### config.mk
export PLATFORM = sky130hd
export DESIGN_NAME = sio_cfg_port
export DESIGN_NICKNAME = d
export VERILOG_FILES = /design/src/rtl/sio_cfg_pkg.sv /design/src/rtl/sio_key_fsm.sv /design/src/rtl/sio_cfg_regs.sv /design/src/rtl/sio_out_decode.sv /design/src/rtl/sio_cfg_port.sv
export SDC_FILE = /design/constraint.sdc
export NUM_CORES = 1
export LEC_CHECK = 0
export ABC_CLOCK_PERIOD_IN_PS = 2300
export BUFFER_PORTS_ARGS = -buffer_cell sky130_fd_sc_hd__buf_2
export CORE_MARGIN = 2
export CORE_UTILIZATION = 40
export CTS_CLUSTER_DIAMETER = 200
export DETAILED_ROUTE_END_ITERATION = 7
export HOLD_SLACK_MARGIN = 0.02
export PLACE_DENSITY = 0.75
export SLEW_MARGIN = 20
export SYNTH_ARGS = -nofsm -noshare
export SYNTH_HDL_FRONTEND = slang
export SYNTH_SLANG_ARGS = --single-unit
export TNS_END_PERCENT = 100
### constraint.sdc
create_clock -name clk -period 2.3 [get_ports clk]
set_input_delay 0.46 -clock clk [delete_from_list [all_inputs] [get_ports clk]]
set_output_delay 0.46 -clock clk [all_outputs]
set_load 0.01 [all_outputs]
### src/rtl/sio_cfg_pkg.sv
package sio_cfg_pkg;
    localparam int DW = 8;
    localparam int AW = 16;
    localparam int BW = 10;

    typedef enum logic [0:0] {
        KS_LOCKED = 1'b0,
        KS_OPEN   = 1'b1
    } key_state_t;

    localparam logic [DW-1:0] KEY_UNLOCK = 8'h55;
    localparam logic [DW-1:0] KEY_LOCK   = 8'hAA;
    localparam logic [DW-1:0] DEV_ID_VAL = 8'h04;

    localparam logic [DW-1:0] IX_VALID = 8'h00;
    localparam logic [DW-1:0] IX_PINS  = 8'h03;
    localparam logic [DW-1:0] IX_PMODE = 8'h04;
    localparam logic [DW-1:0] IX_DEVID = 8'h0D;
    localparam logic [DW-1:0] IX_PBASE = 8'h23;
    localparam logic [DW-1:0] IX_S0BAS = 8'h24;
    localparam logic [DW-1:0] IX_S1BAS = 8'h25;
    localparam logic [DW-1:0] IX_IRQS  = 8'h28;
endpackage

### src/rtl/sio_key_fsm.sv
module sio_key_fsm
    import sio_cfg_pkg::*;
(
    input  logic          clk,
    input  logic          rst_n,
    input  logic          idx_wr,
    input  logic [DW-1:0] wdata,
    output logic          open,
    output logic [DW-1:0] index
);
    key_state_t state_q, state_d;
    logic [DW-1:0] index_d;

    // state register
    always_ff @(posedge clk) begin
        if (!rst_n) begin
            state_q <= KS_LOCKED;
            index   <= '0;
        end else begin
            state_q <= state_d;
            index   <= index_d;
        end
    end

    // next state and index select
    always_comb begin
        state_d = state_q;
        index_d = index;
        unique case (state_q)
            KS_LOCKED: begin
                if (idx_wr && wdata == KEY_UNLOCK) state_d = KS_OPEN;   // UNLOCK
            end
            KS_OPEN: begin
                if (idx_wr) begin
                    if (wdata == KEY_LOCK) begin                        // LOCK
                        state_d = KS_LOCKED;
                        index_d = '0;
                    end else begin
                        index_d = wdata;
                    end
                end
            end
            default: state_d = KS_LOCKED;
        endcase
    end

    assign open = (state_q == KS_OPEN);
endmodule

### src/rtl/sio_cfg_regs.sv
module sio_cfg_regs
    import sio_cfg_pkg::*;
(
    input  logic          clk,
    input  logic          rst_n,
    input  logic          wr_en,
    input  logic [DW-1:0] index,
    input  logic [DW-1:0] wdata,
    output logic [DW-1:0] rd_val,
    output logic [DW-1:0] r_valid,
    output logic [DW-1:0] r_pins,
    output logic [DW-1:0] r_pmode,
    output logic [DW-1:0] r_pbase,
    output logic [DW-1:0] r_s0bas,
    output logic [DW-1:0] r_s1bas,
    output logic [DW-1:0] r_irqs
);
    always_ff @(posedge clk) begin
        if (!rst_n) begin
            r_valid <= '0;
            r_pins  <= '0;
            r_pmode <= '0;
            r_pbase <= '0;
            r_s0bas <= '0;
            r_s1bas <= '0;
            r_irqs  <= '0;
        end else if (wr_en) begin
            unique case (index)
                IX_VALID: r_valid <= wdata;
                IX_PINS:  r_pins  <= wdata;
                IX_PMODE: r_pmode <= wdata;
                IX_PBASE: r_pbase <= wdata;
                IX_S0BAS: r_s0bas <= {wdata[DW-1:1], 1'b0};
                IX_S1BAS: r_s1bas <= {wdata[DW-1:1], 1'b0};
                IX_IRQS:  r_irqs  <= wdata;
                default:  ;
            endcase
        end
    end

    always_comb begin
        unique case (index)
            IX_VALID: rd_val = r_valid;
            IX_PINS:  rd_val = r_pins;
            IX_PMODE: rd_val = r_pmode;
            IX_DEVID: rd_val = DEV_ID_VAL;
            IX_PBASE: rd_val = r_pbase;
            IX_S0BAS: rd_val = r_s0bas;
            IX_S1BAS: rd_val = r_s1bas;
            IX_IRQS:  rd_val = r_irqs;
            default:  rd_val = '0;
        endcase
    end
endmodule

### src/rtl/sio_out_decode.sv
module sio_out_decode
    import sio_cfg_pkg::*;
(
    input  logic [DW-1:0] r_valid,
    input  logic [DW-1:0] r_pins,
    input  logic [DW-1:0] r_pmode,
    input  logic [DW-1:0] r_pbase,
    input  logic [DW-1:0] r_s0bas,
    input  logic [DW-1:0] r_s1bas,
    input  logic [DW-1:0] r_irqs,
    output logic [BW-1:0] ser0_base,
    output logic [BW-1:0] ser1_base,
    output logic [BW-1:0] par_base,
    output logic [3:0]    ser0_irq,
    output logic [3:0]    ser1_irq,
    output logic [1:0]    par_mode,
    output logic          ser0_en,
    output logic          ser1_en,
    output logic          par_en,
    output logic          shint_en
);
    localparam int SH = BW - DW;
    logic valid;

    assign valid     = r_valid[DW-1];
    assign ser0_base = {r_s0bas, {SH{1'b0}}};
    assign ser1_base = {r_s1bas, {SH{1'b0}}};
    assign par_base  = {r_pbase, {SH{1'b0}}};
    assign ser0_irq  = r_irqs[7:4];
    assign ser1_irq  = r_irqs[3:0];
    assign par_mode  = r_pmode[1:0];
    assign ser0_en   = valid && (r_s0bas != '0);
    assign ser1_en   = valid && (r_s1bas != '0);
    assign par_en    = valid && (r_pbase != '0);
    assign shint_en  = valid && r_pins[7] && r_pins[2];
endmodule

### src/rtl/sio_cfg_port.sv
module sio_cfg_port
    import sio_cfg_pkg::*;
#(
    parameter logic [AW-1:0] PORT_MAIN = 16'h03F0,
    parameter logic [AW-1:0] PORT_ALT  = 16'h0370
) (
    input  logic          clk,
    input  logic          rst_n,
    input  logic          strap_alt,
    input  logic [AW-1:0] io_addr,
    input  logic          io_wr,
    input  logic          io_rd,
    input  logic [DW-1:0] io_wdata,
    output logic [DW-1:0] io_rdata,
    output logic          cfg_mode,
    output logic [BW-1:0] ser0_base,
    output logic [BW-1:0] ser1_base,
    output logic [BW-1:0] par_base,
    output logic [3:0]    ser0_irq,
    output logic [3:0]    ser1_irq,
    output logic [1:0]    par_mode,
    output logic          ser0_en,
    output logic          ser1_en,
    output logic          par_en,
    output logic          shint_en
);
    logic [AW-1:0] idx_port, dat_port;
    logic          hit_idx, hit_dat, open;
    logic [DW-1:0] index, rd_val;
    logic [DW-1:0] r_valid, r_pins, r_pmode, r_pbase, r_s0bas, r_s1bas, r_irqs;

    assign idx_port = strap_alt ? PORT_ALT : PORT_MAIN;
    assign dat_port = idx_port + AW'(1);
    assign hit_idx  = (io_addr == idx_port);
    assign hit_dat  = (io_addr == dat_port);

    sio_key_fsm u_fsm (
        .clk(clk), .rst_n(rst_n), .idx_wr(io_wr && hit_idx),
        .wdata(io_wdata), .open(open), .index(index)
    );

    sio_cfg_regs u_regs (
        .clk(clk), .rst_n(rst_n), .wr_en(io_wr && hit_dat && open),
        .index(index), .wdata(io_wdata), .rd_val(rd_val),
        .r_valid(r_valid), .r_pins(r_pins), .r_pmode(r_pmode),
        .r_pbase(r_pbase), .r_s0bas(r_s0bas), .r_s1bas(r_s1bas), .r_irqs(r_irqs)
    );

    sio_out_decode u_dec (
        .r_valid(r_valid), .r_pins(r_pins), .r_pmode(r_pmode),
        .r_pbase(r_pbase), .r_s0bas(r_s0bas), .r_s1bas(r_s1bas), .r_irqs(r_irqs),
        .ser0_base(ser0_base), .ser1_base(ser1_base), .par_base(par_base),
        .ser0_irq(ser0_irq), .ser1_irq(ser1_irq), .par_mode(par_mode),
        .ser0_en(ser0_en), .ser1_en(ser1_en), .par_en(par_en), .shint_en(shint_en)
    );

    assign io_rdata = (io_rd && hit_dat && open) ? rd_val : 8'hFF;
    assign cfg_mode = open;
endmodule

==> summary.md, run 1 <==
| Metric | Value |
|---|---|
| Syn-to-layout area delta | `35.1%` |
| ANT nets after route | `0` |
| Vias in the first global route | `3,137` |
| Top-area cell type share of the netlist area | `0.372` |
| Yosys reg bits | `63` |
| Number of port buffers | `73` |
| Die H | `roughly 96 um` |
| Clock-pin slew on the worst setup and hold paths | `0.07 ns` |
| Initial antenna violation count | `0` |
| Commonest non-fill, non-tap cells in the layout | `81 x nand2_1, 73 x buf_2, 62 x mux2i_1` |
| Clk_lat worst skew | `0.36 ns` |
| Area leader, netlist | `dfxtp_1` |
| I/O pin total | `82` |
| RSZ-0062 raised after global routing | `true` |
| Worst vdd ir | `about 220 uV` |
| WP data arrival | `~1.9 ns` |
| Core Footprint | `8220 um^2` |
| DP HPWL | `~7.5 mm` |
| Placer Congestion | `0.923` |
| Final setup fails | `8` |
| Total track usage | `0.253` |
| Max-cap check violation count | `0` |
| Met3 wire length | `1.01 mm` |
| Layout fillers | `674` |
| Critical Path End Type | `primary output` |
| Crit start category | `flip-flop` |
| Status | `complete, but fails checks` |
| Syn Inst Count | `364` |
| Period utilization | `1.04` |
| Hold WC Path Type | `in -> reg` |
| Slew HR | `0.669` |
| WL met1 | `between 4 and 5 mm` |
| Drt first pass iters | `5` |
| Width of the chip | `96.0 um` |
| Avg Synthesized Cell Area | `9.31 um^2` |
| YS warnings | `0` |
| Via density | `5.84` |
| Asr flop ratio synth | `0` |
| Final WS setup | `-0.0843 ns` |
| Critical path type | `reg -> out` |
| Sequential element share of the synthesized area | `0.372` |
| Clk_skew | `between 0.006 and 0.007 ns` |
| Routed wl met2 | `approximately 5.3 mm` |
| Routed WL per cell | `19.5 um` |
| # hold bufs at CTS | `0` |
| CTS buffer count | `9` |
| Number of antenna repair diodes | `0` |
| # DRC | `0` |
| Ranking of synthesized cells by area | `dfxtp_1 37%, mux2i_1 18%, nand2_1 9.1%, buf_4 2.4%, clkbuf_1 2.0%` |
| Largest net degree at the start of global routing | `30` |
| Final Max Slew Viols | `0` |
| Sink Count | `63` |
| CTS tree | `built` |
| P_leak | `0.00221 uW` |
| CTS Buffer Depth | `2` |
| Ys flop type | `dfxtp_1` |
| Failing checks | `setup timing` |
| Post-Route WL | `11.3 mm` |
| Worst Hold Margin | `0.394 ns` |
| Synth Cell Area | `3390 um^2` |
| Total Die Area | `between 9000 and 10,000 um^2` |
| Net count reported at finish | `498` |
| Initial core utilization | `0.412` |
| PwrDens | `about 510 nW/um^2` |
| Via count | `3,383` |
| Layout cells sized above 1 | `0.409` |
| Cell variety after synth | `57` |
| EDFF count, synth | `0` |
| Slew of the pin with the lowest slew margin | `around 0.5 ns` |
| Fin util | `0.557` |
| Req. time, crit path | `1.84 ns` |
| Commonest non-fill, non-tap cell in the layout | `nand2_1` |
| Highest Signal Layer | `met4` |
| Rows | `33` |
| Fmax | `419 MHz` |
| CTS root buffer | `clkbuf_8` |
| Total chip power | `roughly 2300 uW` |
| Pre-CTS setup slack | `0.0317 ns` |
| Final hold viol count | `0` |
| Min Tclk post-route | `2.38 ns` |
| Largest fanout on the critical path | `6` |
| First-pass GRT wire length | `~17 mm` |
| GR Overflow Total | `0` |
| H-tree depth | `3` |
| Detailed Route Iter0 Violations | `around 330` |
[per-layer routing]
layer / track usage / vias to the layer above
met5: 0 / -
met4: 0.145 / 0
met1: 0.323 / 1626
met2: 0.396 / 183
met3: 0.0525 / 38
li1: - / 1536
[per-stage QoR]
| stage | cell area, um^2 | setup TNS [ns] | cells |
|---|---|---|---|
| CTS | 4450 | -0.135 | 572 |
| global route | 4580 | -0.710 | 579 |
| finish | 4580 | -0.276 | 579 |
| global placement | 3950 | 0 | 542 |
| floorplan | 3410 | 0 | 371 |
| detailed placement | 3950 | 0 | 542 |
[worst max-delay path, stage by stage, from the launching register on]
cell,delay (ns)
dfxtp_4,0.39
buf_12,0.14
nor4b_4,0.12
nor3b_2,0.15
buf_4,0.15
buf_6,0.11
a2111o_1,0.36
buf_2,0.14
[state kept, by name (all words and copies together), names as in the netlist]
name            cells
u_fsm.index         8
u_fsm.open          1
u_regs.r_irqs       8
u_regs.r_pbase      8
u_regs.r_pins       8
u_regs.r_pmode      8
u_regs.r_s0bas      7
u_regs.r_s1bas      7
u_regs.r_valid      8
[cell usage after synthesis, types with 5 or more instances]
cell type / n
clkbuf_1: 18
dfxtp_1: 63
and3_1: 7
a21oi_1: 5
nor2_1: 7
o21ai_0: 5
nand4_2: 5
buf_4: 11
nor4_1: 6
nor4bb_1: 6
a22o_1: 6
nand2_1: 82
a32o_1: 5
mux2i_1: 62
nor3_1: 5
[worst paths after layout]
kind                                        start  slack (ns)                end  depth (start not counted)
worst min register to register  u_regs.r_valid[3]        0.47  u_regs.r_valid[3]                          2
worst max register to register     u_fsm.index[5]        0.29  u_regs.r_s0bas[4]                          5
worst min-delay path                  io_wdata[3]        0.39     u_fsm.index[3]                          3
worst max-delay path               u_fsm.index[2]       -0.08        io_rdata[3]                          7
[cells by family (layout without fill, tap and decap cells)]
kind of cell	count (synthesis)	in the layout	synth area share
simple gates	156	156	0.277
buf+inv	34	137	0.0528
mux	64	64	0.190
compound gates	45	45	0.104
flops	63	63	0.372
other cells	1	8	0.00111
xor+xnor	1	1	0.00259
[report_power, final]
part           leakage, uW  switching (uW)  internal (uW)
Combinational      0.00159            77.0           32.1
Sequential        0.000511      0.00000172           1090
Clock             0.000112             456            667
Total              0.00221             533           1780
[what timing repair did]
action / CTS / global route
resized for setup: 52 / 13
endpoints found under the setup margin: 8 / 8
gates cloned: 0 / 1
pin swaps: 18 / 8
setup buffers: 14 / 6
[area by class of cell]
type,instances,area [um^2],area share
timing repair buffer,119,776,0.169
tap,105,131,0.0287
inverter,2,7.51,0.00164
clock buffer,11,151,0.0331
multi-input combinational,274,2150,0.471
clock inverter,5,80.1,0.0175
sequential,63,1280,0.279
Note: power is estimated with default switching activity, not from simulation.
==> inputs of run 2 (changes only) <==
--- a/config.mk
+++ b/config.mk
@@ -12,7 +12,7 @@
 export CTS_CLUSTER_DIAMETER = 200
 export DETAILED_ROUTE_END_ITERATION = 7
 export HOLD_SLACK_MARGIN = 0.02
-export PLACE_DENSITY = 0.75
+export PLACE_DENSITY = 0.63
 export SLEW_MARGIN = 20
 export SYNTH_ARGS = -nofsm -noshare
 export SYNTH_HDL_FRONTEND = slang
==> summary.md, run 2 (same netlist as run 1, synthesis figures left out) <==
| Metric | Value |
|---|---|
| Status | `complete, but fails checks` |
| Failing checks | `setup timing` |
| Vias in the first global route | `3,118 (-0.61%)` |
| Hold WC Path Type | `in -> reg` |
| Number of antenna repair diodes | `0 (unchanged)` |
| Critical path type | `reg -> out` |
| Via density | `5.61 (-3.9%)` |
| Final WS setup | `-0.0800 ns (+0.00428 ns)` |
| WP data arrival | `1.92 ns (about the same)` |
| PwrDens | `505 nW/um^2 (-0.14%)` |
| Max incr delay on CP | `0.38 ns (about the same)` |
| # DRC | `0 (unchanged)` |
| Number of port buffers | `73 (unchanged)` |
| Post-Route WL | `10.9 mm (-3.2%)` |
| Period utilization | `1.03 (-0.00186)` |
| Layout fillers | `750 (+11%)` |
| Largest fanout on the critical path | `7 (+1)` |
| Core Footprint | `8220 um^2 (unchanged)` |
| Placer Congestion | `0.909 (-1.5%)` |
| Final hold viol count | `0 (unchanged)` |
| Combinational Power Share | `0.047 (about the same)` |
| Worst vdd ir | `304 uV (+41%)` |
| Clk_skew | `0.0118 ns (+0.00533 ns)` |
| Via count | `3,256 (-3.8%)` |
| Switching part of the total | `0.239 (+0.00953)` |
| Syn-to-layout area delta | `35.3%` |
| ANT nets after route | `0 (unchanged)` |
| Net count reported at finish | `499 (+0.20%)` |
| GR Overflow Total | `0 (unchanged)` |
| P_leak | `0.00225 uW (+2.0%)` |
| Part of the power in registers | `0.468 (about the same)` |
| Routed WL per cell | `18.9 um (-3.3%)` |
| Placed Instances | `549 (+1.3%)` |
| Req. time, crit path | `1.84 ns (about the same)` |
| Total track usage | `0.252 (-0.00148)` |
| Largest net degree at the start of global routing | `40 (+33%)` |
| Width of the chip | `96.0 um (unchanged)` |
| Critical Path End Type | `primary output` |
| Most used cell along the critical path | `buf_6` |
| Switching power | `555 uW (+4.1%)` |
| Clock-pin slew on the worst setup and hold paths | `0.08 ns (about the same)` |
| H-tree depth | `3 (unchanged)` |
| Crit-path cells | `buf_6 -> nor4b_4 -> nor3b_2 -> buf_6 -> nand2_2 -> o2111ai_2 -> buf_2` |
| I/O pin total | `82 (unchanged)` |
| Drt first pass iters | `5 (unchanged)` |
| Post-Layout Cell Count | `580 (+0.17%)` |
| Final setup fails | `8 (unchanged)` |
| CTS buffer count | `9 (unchanged)` |
| Max-cap check violation count | `0 (unchanged)` |
| First-pass GRT wire length | `17.1 mm (-0.20%)` |
| Footprint of the multi-input gates | `2180 um^2 (+0.99%)` |
| Clock network power share | `0.485 (about the same)` |
| Clk_lat worst skew | `0.35 ns (about the same)` |
| Sink Count | `63 (unchanged)` |
| CTS root buffer | `clkbuf_8` |
| Slowest-stage cell, CP | `dfxtp_4` |
| Rows | `33 (unchanged)` |
| Layout cells sized above 1 | `0.404 (-0.00507)` |
| Min Tclk post-route | `2.38 ns (-0.00428 ns)` |
| Commonest non-fill, non-tap cell in the layout | `nand2_1` |
| Detailed Route Iter0 Violations | `243 (-26%)` |
| Total Die Area | `9220 um^2 (unchanged)` |
| CTS tree | `built` |
| DP HPWL | `7.74 mm (+3.5%)` |
| Crit start category | `flip-flop` |
| Final Max Slew Viols | `0 (unchanged)` |
| Worst Hold Margin | `0.383 ns (-0.0114 ns)` |
| CTS Buffer Depth | `2 (unchanged)` |
| Die H | `96.0 um (unchanged)` |
| Fmax | `420 MHz (+0.18%)` |
| Cell Int Power | `1760 uW (-1.2%)` |
| RSZ-0062 raised after global routing | `true` |
| Register Area | `1280 um^2 (unchanged)` |
| Initial core utilization | `0.412 (unchanged)` |
| Commonest non-fill, non-tap cells in the layout | `78 x nand2_1, 73 x buf_2, 62 x mux2i_1` |
| Initial antenna violation count | `0 (unchanged)` |
[run 2: cell types whose count changed in the layout (fill, tap and decap cells not counted), moves of 2 or more]
cell / change
a21oi_2: -3
nand2_1: -3
nand2_4: +3
buf_4: +3
or3b_2: +2
o21ai_2: -2
a21oi_1: +3
o21ai_1: +2
or3b_4: -2
[run 2: metrics by stage]
step                      utilization  cell area [um^2]  power, uW  setup slack, ns  TNS [ns]
after CTS                       0.551              4530       2330          -0.0615    -0.224
after floorplan                     -              3410       1170            0.206         0
after global placement          0.486              3990       1220           0.0215         0
after global routing            0.558              4580       2390           -0.163     -1.07
after detailed placement        0.486              3990       1220         -0.00841  -0.00841
final                           0.558              4580       2320          -0.0800    -0.478
[run 2: critical path, delay by kind of cell, from the launching register on]
family | cells | cell delay [ns]
AO/OA/AOI/OAI | 1 | 0.07
buffers and inverters | 3 | 0.49
AND/OR/NAND/NOR | 3 | 0.62
flip-flops | 1 | 0.38
[run 2: final cells by class]
class / count / share of cell area
Inverter: 2 / 0.00164
Clock inverter: 6 / 0.0202
Multi-Input combinational cell: 274 / 0.475
Timing Repair Buffer: 120 / 0.166
Sequential cell: 63 / 0.279
Tap cell: 105 / 0.0287
Clock buffer: 10 / 0.0300
[run 2: path summary, 6_finish.rpt]
check	from	to	slack, ns	depth (start not counted)
setup / recovery	u_fsm.index[0]	io_rdata[6]	-0.08	7
setup reg to reg	u_fsm.index[5]	u_regs.r_s0bas[7]	0.28	5
hold / removal	io_wdata[3]	u_fsm.index[3]	0.38	3
hold reg to reg	u_regs.r_pins[6]	u_regs.r_pins[6]	0.47	2
[run 2: power by group through the flow]
stage                     clock, uW  combinational (uW)  sequential (uW)
after CTS                      1130                 108             1080
after global routing           1180                 118             1080
after floorplan                   0                58.8             1120
final                          1120                 108             1080
after global placement            0                 104             1120
after detailed placement          0                 106             1120
[run 2: timing repair]
item,4_1_cts,5_1_grt
pin swaps,12,13
buffers inserted,14,1
resized for setup,53,10
endpoints found under the setup margin,8,8
hold buffers,0,0
hold endpoints to repair,0,0
[run 2: routing by layer]
metal,vias to the layer above,global-route usage,wire (um)
met3,21,0.0352,655
met4,0,0.102,248
met2,119,0.403,5190
li1,1533,-,-
met5,-,0,0
met1,1583,0.341,4840
